===== src/rtl/coh_pkg.sv =====
package coh_pkg;

  typedef enum logic [1:0] {
    LS_INV = 2'd0,
    LS_SHR = 2'd1,
    LS_EXC = 2'd2
  } lineSt_t;

  typedef enum logic [1:0] {
    MK_NONE   = 2'd0,
    MK_RDMISS = 2'd1,
    MK_WRMISS = 2'd2,
    MK_WBACK  = 2'd3
  } msgKind_t;

  typedef enum logic [1:0] {
    DK_NONE     = 2'd0,
    DK_INVAL    = 2'd1,
    DK_FETCH    = 2'd2,
    DK_FETCHINV = 2'd3
  } dirKind_t;

  typedef enum logic [1:0] {
    SEL_NONE   = 2'd0,
    SEL_VICTIM = 2'd1,
    SEL_DIRWB  = 2'd2,
    SEL_MISS   = 2'd3
  } msgSel_t;

  typedef struct packed {
    logic    latchReq;
    logic    wrHit;
    logic    victimDrop;
    logic    fill;
    logic    dirToShr;
    logic    dirToInv;
    msgSel_t msgSel;
  } ctrlStb_t;

endpackage


===== src/rtl/coh_datapath.sv =====
module coh_datapath
  import coh_pkg::*;
#(
  parameter int ADDR_W  = 8,
  parameter int INDEX_W = 2,
  parameter int DATA_W  = 8
) (
  input  logic              clk,
  input  logic              rstN,
  input  ctrlStb_t          stb,
  input  logic              cpuWrite,
  input  logic [ADDR_W-1:0] cpuAddr,
  input  logic [DATA_W-1:0] cpuWdata,
  input  logic [ADDR_W-1:0] dirAddr,
  input  logic [DATA_W-1:0] replyData,
  output logic              cpuTagHit,
  output lineSt_t           cpuLineSt,
  output logic              dirTagHit,
  output lineSt_t           dirLineSt,
  output logic              pendWrite,
  output logic [ADDR_W-1:0] msgAddr,
  output logic [DATA_W-1:0] msgData,
  output logic [DATA_W-1:0] cpuRdata
);

  localparam int LINES = 1 << INDEX_W;
  localparam int TAG_W = ADDR_W - INDEX_W;

  logic [TAG_W-1:0]  tagQ  [LINES];
  logic [DATA_W-1:0] dataQ [LINES];
  lineSt_t           stQ   [LINES];

  logic [ADDR_W-1:0] pendAddr;
  logic [DATA_W-1:0] pendWdata;

  logic [INDEX_W-1:0] cIdx, dIdx, pIdx;
  logic [TAG_W-1:0]   cTag, dTag, pTag;
  logic [DATA_W-1:0]  fillData;

  assign cIdx = cpuAddr[INDEX_W-1:0];
  assign cTag = cpuAddr[ADDR_W-1:INDEX_W];
  assign dIdx = dirAddr[INDEX_W-1:0];
  assign dTag = dirAddr[ADDR_W-1:INDEX_W];
  assign pIdx = pendAddr[INDEX_W-1:0];
  assign pTag = pendAddr[ADDR_W-1:INDEX_W];

  assign cpuTagHit = (tagQ[cIdx] == cTag);
  assign cpuLineSt = stQ[cIdx];
  assign dirTagHit = (tagQ[dIdx] == dTag);
  assign dirLineSt = stQ[dIdx];
  assign fillData  = pendWrite ? pendWdata : replyData;
  assign cpuRdata  = stb.fill ? fillData : dataQ[cIdx];

  always_ff @(posedge clk) begin
    if (!rstN) begin
      pendAddr  <= '0;
      pendWrite <= 1'b0;
      pendWdata <= '0;
    end else if (stb.latchReq) begin
      pendAddr  <= cpuAddr;
      pendWrite <= cpuWrite;
      pendWdata <= cpuWdata;
    end
  end

  always_ff @(posedge clk) begin
    if (!rstN) begin
      for (int i = 0; i < LINES; i++) stQ[i] <= LS_INV;
    end else begin
      if (stb.dirToShr)   stQ[dIdx] <= LS_SHR;
      if (stb.dirToInv)   stQ[dIdx] <= LS_INV;
      if (stb.victimDrop) stQ[pIdx] <= LS_INV;
      if (stb.fill)       stQ[pIdx] <= pendWrite ? LS_EXC : LS_SHR;
    end
  end

  always_ff @(posedge clk) begin
    if (stb.wrHit) dataQ[cIdx] <= cpuWdata;
    if (stb.fill) begin
      dataQ[pIdx] <= fillData;
      tagQ[pIdx]  <= pTag;
    end
  end

  always_comb begin
    msgAddr = '0;
    msgData = '0;
    case (stb.msgSel)
      SEL_VICTIM: begin
        msgAddr = {tagQ[pIdx], pIdx};
        msgData = dataQ[pIdx];
      end
      SEL_DIRWB: begin
        msgAddr = dirAddr;
        msgData = dataQ[dIdx];
      end
      SEL_MISS: msgAddr = pendAddr;
      default: ;
    endcase
  end

  AST_DIR_INV_APPLIED: assert property (@(posedge clk) disable iff (!rstN)
    stb.dirToInv |=> stQ[$past(dIdx)] == LS_INV);
  AST_DIR_SHR_APPLIED: assert property (@(posedge clk) disable iff (!rstN)
    stb.dirToShr |=> stQ[$past(dIdx)] == LS_SHR);
  AST_FILL_VALID: assert property (@(posedge clk) disable iff (!rstN)
    stb.fill |=> stQ[$past(pIdx)] != LS_INV);

endmodule


===== src/rtl/coh_control.sv =====
module coh_control
  import coh_pkg::*;
(
  input  logic     clk,
  input  logic     rstN,
  input  logic     cpuReq,
  input  logic     cpuWrite,
  input  logic     dirMsgValid,
  input  dirKind_t dirKind,
  input  logic     replyValid,
  input  logic     cpuTagHit,
  input  lineSt_t  cpuLineSt,
  input  logic     dirTagHit,
  input  lineSt_t  dirLineSt,
  input  logic     pendWrite,
  output ctrlStb_t stb,
  output logic     cpuDone,
  output logic     cpuHit,
  output logic     cpuStall,
  output logic     dirReady,
  output logic     msgValid,
  output msgKind_t msgKind
);

  typedef enum logic [1:0] {
    ST_IDLE = 2'd0,
    ST_WB   = 2'd1,
    ST_MISS = 2'd2,
    ST_WAIT = 2'd3
  } phase_t;

  phase_t stateQ, stateD;
  logic   present, hitNow;

  assign dirReady = (stateQ == ST_IDLE) || (stateQ == ST_WAIT && !replyValid);
  assign present  = cpuTagHit && (cpuLineSt != LS_INV);
  assign hitNow   = present && (!cpuWrite || cpuLineSt == LS_EXC);

  always_comb begin
    stb     = '0;
    stateD  = stateQ;
    cpuDone = 1'b0;
    cpuHit  = 1'b0;

    if (dirMsgValid && dirReady && dirTagHit) begin
      case (dirKind)
        DK_INVAL: if (dirLineSt == LS_SHR) stb.dirToInv = 1'b1;
        DK_FETCH: if (dirLineSt == LS_EXC) begin
          stb.dirToShr = 1'b1;
          stb.msgSel   = SEL_DIRWB;
        end
        DK_FETCHINV: if (dirLineSt == LS_EXC) begin
          stb.dirToInv = 1'b1;
          stb.msgSel   = SEL_DIRWB;
        end
        default: ;
      endcase
    end

    case (stateQ)
      ST_IDLE: if (cpuReq && !dirMsgValid) begin
        if (hitNow) begin
          cpuDone   = 1'b1;
          cpuHit    = 1'b1;
          stb.wrHit = cpuWrite;
        end else begin
          stb.latchReq = 1'b1;
          stateD = (cpuLineSt == LS_EXC && !cpuTagHit) ? ST_WB : ST_MISS;
        end
      end
      ST_WB: begin
        stb.msgSel     = SEL_VICTIM;
        stb.victimDrop = 1'b1;
        stateD         = ST_MISS;
      end
      ST_MISS: begin
        stb.msgSel = SEL_MISS;
        stateD     = ST_WAIT;
      end
      ST_WAIT: if (replyValid) begin
        stb.fill = 1'b1;
        cpuDone  = 1'b1;
        stateD   = ST_IDLE;
      end
      default: stateD = ST_IDLE;
    endcase
  end

  assign cpuStall = cpuReq && !cpuDone;
  assign msgValid = (stb.msgSel != SEL_NONE);

  always_comb begin
    case (stb.msgSel)
      SEL_VICTIM, SEL_DIRWB: msgKind = MK_WBACK;
      SEL_MISS:              msgKind = pendWrite ? MK_WRMISS : MK_RDMISS;
      default:               msgKind = MK_NONE;
    endcase
  end

  always_ff @(posedge clk) begin
    if (!rstN) stateQ <= ST_IDLE;
    else       stateQ <= stateD;
  end

  AST_WB_THEN_MISS: assert property (@(posedge clk) disable iff (!rstN)
    (stateQ == ST_WB) |=> (msgValid && msgKind != MK_WBACK));
  AST_HIT_SILENT: assert property (@(posedge clk) disable iff (!rstN)
    cpuHit |-> !msgValid);
  AST_WAIT_NO_DONE: assert property (@(posedge clk) disable iff (!rstN)
    (stateQ == ST_WAIT && !replyValid) |-> !cpuDone);
  AST_DONE_TO_IDLE: assert property (@(posedge clk) disable iff (!rstN)
    cpuDone |=> stateQ == ST_IDLE);
  AST_NONEXC_NO_WB: assert property (@(posedge clk) disable iff (!rstN)
    (stateQ == ST_IDLE && dirMsgValid && dirLineSt != LS_EXC)
      |-> !msgValid);

endmodule


===== src/rtl/coh_line_agent.sv =====
module coh_line_agent
  import coh_pkg::*;
#(
  parameter int ADDR_W  = 8,
  parameter int INDEX_W = 2,
  parameter int DATA_W  = 8
) (
  input  logic              clk,
  input  logic              rstN,
  input  logic              cpuReq,
  input  logic              cpuWrite,
  input  logic [ADDR_W-1:0] cpuAddr,
  input  logic [DATA_W-1:0] cpuWdata,
  output logic              cpuDone,
  output logic              cpuHit,
  output logic              cpuStall,
  output logic [DATA_W-1:0] cpuRdata,
  input  logic              dirMsgValid,
  input  logic [1:0]        dirKind,
  input  logic [ADDR_W-1:0] dirAddr,
  output logic              dirReady,
  input  logic              replyValid,
  input  logic [DATA_W-1:0] replyData,
  output logic              msgValid,
  output logic [1:0]        msgKind,
  output logic [ADDR_W-1:0] msgAddr,
  output logic [DATA_W-1:0] msgData
);

  ctrlStb_t stb;
  logic     cpuTagHit, dirTagHit, pendWrite;
  lineSt_t  cpuLineSt, dirLineSt;
  msgKind_t kindE;

  coh_control u_ctrl (
    .clk(clk), .rstN(rstN),
    .cpuReq(cpuReq), .cpuWrite(cpuWrite),
    .dirMsgValid(dirMsgValid), .dirKind(dirKind_t'(dirKind)),
    .replyValid(replyValid),
    .cpuTagHit(cpuTagHit), .cpuLineSt(cpuLineSt),
    .dirTagHit(dirTagHit), .dirLineSt(dirLineSt),
    .pendWrite(pendWrite),
    .stb(stb), .cpuDone(cpuDone), .cpuHit(cpuHit), .cpuStall(cpuStall),
    .dirReady(dirReady), .msgValid(msgValid), .msgKind(kindE)
  );

  coh_datapath #(.ADDR_W(ADDR_W), .INDEX_W(INDEX_W), .DATA_W(DATA_W)) u_dp (
    .clk(clk), .rstN(rstN), .stb(stb),
    .cpuWrite(cpuWrite), .cpuAddr(cpuAddr), .cpuWdata(cpuWdata),
    .dirAddr(dirAddr), .replyData(replyData),
    .cpuTagHit(cpuTagHit), .cpuLineSt(cpuLineSt),
    .dirTagHit(dirTagHit), .dirLineSt(dirLineSt),
    .pendWrite(pendWrite),
    .msgAddr(msgAddr), .msgData(msgData), .cpuRdata(cpuRdata)
  );

  assign msgKind = kindE;

endmodule


===== config.mk =====
export PLATFORM = sky130hd
export DESIGN_NAME = coh_line_agent
export DESIGN_NICKNAME = d
export VERILOG_FILES = /design/src/rtl/coh_pkg.sv /design/src/rtl/coh_datapath.sv /design/src/rtl/coh_control.sv /design/src/rtl/coh_line_agent.sv
export SDC_FILE = /design/constraint.sdc
export NUM_CORES = 1
export LEC_CHECK = 0
export ABC_CLOCK_PERIOD_IN_PS = 3300
export BUFFER_PORTS_ARGS = -buffer_cell sky130_fd_sc_hd__buf_2
export CORE_MARGIN = 2
export CORE_UTILIZATION = 50
export CTS_BUF_LIST = sky130_fd_sc_hd__clkbuf_8
export DETAILED_ROUTE_END_ITERATION = 8
export PLACE_DENSITY = 0.79
export SETUP_SLACK_MARGIN = 0.5
export SYNTH_ARGS = -nofsm -noshare
export SYNTH_HDL_FRONTEND = slang
export SYNTH_SLANG_ARGS = --single-unit

===== constraint.sdc =====
create_clock -name clk -period 3.3 [get_ports clk]
set_clock_uncertainty 0.2 [all_clocks]
set_input_delay 0 -clock clk [delete_from_list [all_inputs] [get_ports clk]]
set_output_delay 0 -clock clk [all_outputs]
set_load 0.01 [all_outputs]

### Word level (Yosys, flattened, before mapping)

Memories as Yosys holds them, arrays and structs flattened. A register that Yosys moved wholly into a read port is not among the register bits.
Index checks and enable logic that the tools add are counted.

* bits in registers: 19
* bits in writable memories: 64
* bits of input ports: 40
* output and inout bits: 31
* logic and storage cells: 111
* memories: 3

Memories
* u_dp.dataQ: depth 4, width 8, rd ports 3, clocked after memory_dff 1, write ports 1, RTL line coh_datapath.sv:30 `logic [DATA_W-1:0] dataQ [LINES];`
* u_dp.tagQ: depth 4, width 6, rd ports 3, clocked after memory_dff 1, write ports 1, RTL line coh_datapath.sv:29 `logic [TAG_W-1:0] tagQ [LINES];`
* u_dp.stQ: depth 4, width 2, rd ports 2, clocked after memory_dff 0, write ports 4, RTL line coh_datapath.sv:31 `lineSt_t stQ [LINES];`

* equality and inequality tests: 17
* mux-type cells: 62
* bitwise operators: 2
* reduce and logical (&&, ||, !) cells: 23

Operators by type and width (number)
* $mux W2: 19
* $mux W1: 30
* $mux W8: 3
* $pmux W8 S3: 1
* $eq A2 B2 Y1 const B: 8
* $pmux W8 S2: 1
* $eq A6 B6 Y1: 2
* $pmux W2 S2: 3
* $eq A2 B1 Y1 const B: 4
* $logic_and A1 B1 Y1: 8
* $pmux W2 S4: 1
* $reduce_or A8 Y1: 1
* $ne A2 B2 Y1 const B: 3
* $reduce_or A2 Y1: 3
* $logic_not A1 Y1: 5
* $mux W4: 1
* $pmux W1 S2: 2
* $reduce_bool A2 Y1: 2
* $mux W3: 1
* $reduce_and A3 Y1: 1
* $logic_not A2 Y1: 1
* $logic_or A1 B1 Y1: 2
* $or A1 B1 Y1: 2

### Longest topological paths before layout

* depth after elaboration: 13
* depth in mapped cells: 9
* gate-level depth less buffers: 8

### Hierarchy

A second synthesis with hierarchy kept.

* cell total of the unflattened synthesis: 438
* area, all modules: 5318.9 um^2

Modules (own cells, without submodules)
* coh_datapath: times used 1, cells an instance 382, area an instance 4934.7 um^2, sequential area each 2302.2 um^2
* coh_control: times used 1, cells an instance 56, area an instance 384.1 um^2, sequential area each 40.0 um^2

### Worst setup path before layout

OpenSTA, ideal clock, no wires.

* path type: reg2reg
* from: mem u_dp.tagQ[3][1] (netlist bit)
* to: mem u_dp.dataQ[1][0], enable pin
* setup time: 0.375 ns
* arrival time: 2.165 ns
* required time: 2.725 ns
* slack: 0.559 ns
* cell stages (with the launch flop): 7
* buffers on the path: 0
* period minus slack after synthesis: 2.741 ns
* cell sequence: edfxtp_1 > mux4_2 > xnor2_1 > nand4_2 > nor3_2 > nand4_1 > a21oi_1

RTL lines (RTL line)
* from (decl): coh_datapath.sv:29
* to (decl): coh_datapath.sv:30

==> run_summary.xml <==
<?xml version="1.0" encoding="UTF-8"?>
<metrics>
  <group name="synth">
    <metric name="ys_ff_latch" unit="">85</metric>
    <metric name="synth_area" unit="sq um">4895</metric>
    <metric name="synth-edff-count" unit="">64</metric>
    <metric name="synth.largest_area_cell" unit="">sky130_fd_sc_hd__edfxtp_1</metric>
    <metric name="post_synth_most_frequent_cells" unit="">sky130_fd_sc_hd__edfxtp_1 (64), sky130_fd_sc_hd__mux4_2 (46), sky130_fd_sc_hd__mux2i_1 (27)</metric>
    <metric name="asyncSetResetFlopFracSynth" unit="">0</metric>
    <metric name="ys_types" unit="">49</metric>
    <metric name="seq_area_frac_synth" unit="">0.4785</metric>
    <metric name="postSynthAreaPerCell" unit="sq um">13.79</metric>
    <metric name="synth_top_cell_area_share" unit="">0.3926</metric>
    <metric name="yosysMostFrequentCell" unit="">sky130_fd_sc_hd__edfxtp_1</metric>
    <metric name="yosys-top-cells-area" unit="">sky130_fd_sc_hd__edfxtp_1 (39%), sky130_fd_sc_hd__mux4_2 (21%), sky130_fd_sc_hd__dfxtp_1 (8.6%)</metric>
    <metric name="mappedNetlistNets" unit="">400</metric>
    <metric name="yosys_warnings" unit="">0</metric>
    <metric name="yosys_most_used_dff" unit="">sky130_fd_sc_hd__edfxtp_1</metric>
    <metric name="postSynthCellCount" unit="">355</metric>
  </group>
  <group name="pwr">
    <metric name="vdd_drop_max" unit="mV">0.2542</metric>
    <metric name="power_leakage" unit="nW">2.250</metric>
    <metric name="totalPowerFinal" unit="mW">3.106</metric>
    <metric name="power.density" unit="nW/um^2">523.5</metric>
  </group>
  <group name="final_layout">
    <metric name="utilization" unit="">0.6155</metric>
    <metric name="design.final.nets" unit="">499</metric>
    <metric name="drive_above_1_share" unit="">0.3551</metric>
    <metric name="area_overhead_vs_synth" unit="%">21.22</metric>
    <metric name="diodes" unit="">0</metric>
  </group>
  <group name="timing">
    <metric name="report.final.slew_viol_count" unit="">0</metric>
    <metric name="final.setup.tns" unit="ns">0</metric>
    <metric name="achievable-frequency" unit="MHz">363.3</metric>
    <metric name="tightestPinTransition" unit="ns">0.7980</metric>
    <metric name="final_setup_violation_count" unit="">0</metric>
    <metric name="final_period_minus_worst_setup_slack" unit="ns">2.753</metric>
    <metric name="post-route-worst-setup-slack" unit="ns">0.5475</metric>
    <metric name="grt_setup_unrepaired" unit="">yes</metric>
    <metric name="final_hold_viol_count" unit="">0</metric>
    <metric name="post-route-period-util" unit="">0.8341</metric>
    <metric name="max-slew-margin-rel" unit="">0.4673</metric>
  </group>
  <group name="routing">
    <metric name="via_count" unit="">3677</metric>
    <metric name="drt_wl_total" unit="microns">12530</metric>
    <metric name="detailedRoute.firstIterationViolations" unit="">384</metric>
    <metric name="routed_via_density" unit="">6.211</metric>
    <metric name="drt_first_pass_iters" unit="">5</metric>
    <metric name="wl_per_cell" unit="microns">21.17</metric>
    <metric name="antenna_nets_post_route" unit="">0</metric>
    <metric name="drt_drc_violations_left" unit="">0</metric>
  </group>
  <group name="worst_setup_path">
    <metric name="timing_worst_setup_path_type" unit="">reg -&gt; out</metric>
    <metric name="critical-path-top-delay-family" unit="">simple AND/OR/NAND/NOR gates</metric>
    <metric name="slowest_delay" unit="ns">0.50</metric>
    <metric name="critical_path_required_time" unit="ns">3.10</metric>
    <metric name="r2r_setup_slack" unit="ns">0.58</metric>
    <metric name="r2r_path_start" unit="">u_dp.stQ[2][0]$_SDFFCE_PN0P_</metric>
    <metric name="setup.worst_path.start_class" unit="">flop</metric>
    <metric name="setup.worst_path.end_class" unit="">output port</metric>
    <metric name="reg2regPathDepth" unit="">6</metric>
    <metric name="regToRegEndpoint" unit="">u_dp.stQ[2][1]$_SDFFCE_PN0P_</metric>
    <metric name="worstPathBufferInverterCount" unit="">2</metric>
    <metric name="critPathArrivalTime" unit="ns">2.55</metric>
    <metric name="path_cells" unit="">mux4_2, xnor2_1, and4_4, nor3b_4, nor2_2, buf_4, nor2_1, buf_2</metric>
    <metric name="timing.critical_path.slowest_stage_cell" unit="">sky130_fd_sc_hd__mux4_2</metric>
    <metric name="path_max_fanout" unit="">7</metric>
  </group>
  <group name="global_routing">
    <metric name="gr-usage-all-layers" unit="">0.2484</metric>
    <metric name="use_met3" unit="">0.06237</metric>
    <metric name="grt_busiest_layer" unit="">met2</metric>
    <metric name="gr-usage-met2" unit="">0.4106</metric>
    <metric name="met1_usage" unit="">0.3154</metric>
    <metric name="antenna_found_initial" unit="">0</metric>
    <metric name="grt_first_pass_wirelength" unit="microns">19040</metric>
    <metric name="grt_pass1_vias" unit="">3636</metric>
    <metric name="grt_start_max_net_pins" unit="">32</metric>
    <metric name="grt_overflow" unit="">0</metric>
  </group>
  <group name="clock_tree">
    <metric name="cts_inserted_buffers" unit="">9</metric>
    <metric name="cts_tree" unit="">yes</metric>
    <metric name="number_of_buffers_on_the_longest_clock_path" unit="">2</metric>
    <metric name="worst_setup_hold_path_clk_slew" unit="ns">0.09</metric>
    <metric name="worst_skew_pair.late_latency" unit="ns">0.37</metric>
    <metric name="h_tree_depth" unit="">3</metric>
    <metric name="clock_sink_count" unit="">85</metric>
    <metric name="clk_root_buffer_cell" unit="">sky130_fd_sc_hd__clkbuf_8</metric>
  </group>
  <group name="place">
    <metric name="hpwl" unit="microns">8303</metric>
    <metric name="port_buffers" unit="">70</metric>
    <metric name="place_ws" unit="ns">0.4036</metric>
    <metric name="gpl.final_weighted_congestion" unit="">0.8834</metric>
  </group>
  <group name="min_path">
    <metric name="hold_path_endpoint" unit="">u_dp.dataQ[2][7]$_DFFE_PP_</metric>
    <metric name="hold_path.startpoint" unit="">replyData[7]</metric>
    <metric name="min_path_type" unit="">in -&gt; reg</metric>
    <metric name="whs_path_depth" unit="">4</metric>
  </group>
  <group name="floorplanning">
    <metric name="design.core.area" unit="sq um">9639</metric>
    <metric name="die_area" unit="sq um">10600</metric>
    <metric name="initial_core_utilization" unit="">0.5078</metric>
    <metric name="floorplan.die.height" unit="microns">102.9</metric>
    <metric name="row_count" unit="">36</metric>
    <metric name="die_width" unit="microns">102.9</metric>
    <metric name="top_level_ports" unit="">71</metric>
  </group>
  <group name="outcome">
    <metric name="status" unit="">finished, final reports clean</metric>
  </group>
  <group name="job">
    <metric name="maxCapViolCount" unit="">0</metric>
  </group>
</metrics>
metrics by stage:
stage,instance area [sq um],hold WS [ns],cells
2_1_floorplan,4895,-0.08786,355
3_3_place_gp,5400,0.07243,546
3_5_place_dp,5400,0.08259,546
4_1_cts,5863,0.004933,588
5_1_grt,5933,0.01213,592
6_report,5933,0.01529,592
flip-flops by register name (all words and copies together), names as in the netlist, named ones only:
| name | flops |
|---|---|
| u_dp.stQ | 8 |
| u_dp.pendWdata | 8 |
| u_dp.pendWrite | 1 |
| u_dp.dataQ | 32 |
| u_dp.tagQ | 24 |
| u_dp.pendAddr | 8 |
| u_ctrl.stateQ | 2 |
worst max path at each step:
stage                              start                    endpoint  cells past startpoint
2_1_floorplan  u_dp.tagQ[3][1]$_DFFE_PP_  u_dp.dataQ[1][0]$_DFFE_PP_                      6
3_5_place_dp                  cpuAddr[0]  u_dp.dataQ[3][2]$_DFFE_PP_                      8
4_1_cts        u_dp.tagQ[3][1]$_DFFE_PP_                  msgData[1]                      7
5_1_grt        u_dp.tagQ[3][4]$_DFFE_PP_                  msgAddr[4]                      8
6_report       u_dp.tagQ[3][1]$_DFFE_PP_                  msgAddr[4]                      8
3_3_place_gp                  cpuAddr[0]  u_dp.dataQ[3][2]$_DFFE_PP_                      8
tightest hold or removal path, cell delays in order:
cell and delay, ns:
sky130_fd_sc_hd__buf_2 0.08, sky130_fd_sc_hd__mux2i_1 0.05, sky130_fd_sc_hd__nor2_1 0.15, sky130_fd_sc_hd__a21o_1 0.17
final cells by class:
class	instances	area [sq um]
flip-flops and latches	85	2342
well taps	133	166.4
inverters	8	31.28
fillers	769	3706
clock buffers	9	123.9
multi-input cells	236	2439
repair buffers	114	762.0
clock inverters	7	68.82
timing repair:
action	4_1_cts	5_1_grt
setup buffers	0	4
endpoints found under the setup margin	7	62
pin swaps	0	3
resized for setup	3	10
hold buffers	26	0
hold endpoints to repair	53	0
kinds of logic (layout without fill, tap and decap cells):
kind of cell / count (synthesis) / after routing / share of synthesized area
compound gates: 56 / 56 / 0.08641
xor+xnor: 12 / 12 / 0.02147
fa+ha+maj: 5 / 5 / 0.01278
buf+inv: 34 / 138 / 0.03323
flops: 85 / 85 / 0.4785
mux: 74 / 74 / 0.2692
simple gates: 89 / 89 / 0.09841
routing by layer:
| metal | part of all wire | routed length, microns |
|---|---|---|
| met1 | 0.38 | 4705 |
| met2 | 0.51 | 6436 |
| met3 | 0.094 | 1181 |
| met4 | 0.017 | 207 |
| met5 | 0 | 0 |
power by group:
part | internal [mW] | leakage (nW) | switching (mW)
logic | 0.461 | 1.39 | 0.606
registers | 1.22 | 0.763 | 0.0787
clock network | 0.347 | 0.100 | 0.393
total | 2.03 | 2.25 | 1.08
placed cells by master (no fill, tap or decap), types with 18 or more instances in the layout:
| master | instances |
|---|---|
| sky130_fd_sc_hd__nor2b_1 | 18 |
| sky130_fd_sc_hd__nor2_1 | 19 |
| sky130_fd_sc_hd__dlygate4sd3_1 | 26 |
| sky130_fd_sc_hd__edfxtp_1 | 64 |
| sky130_fd_sc_hd__nand2_1 | 22 |
| sky130_fd_sc_hd__buf_2 | 70 |
| sky130_fd_sc_hd__mux4_2 | 46 |
| sky130_fd_sc_hd__dfxtp_1 | 21 |
| sky130_fd_sc_hd__mux2i_1 | 27 |
Power figures use the tool's default switching activity.
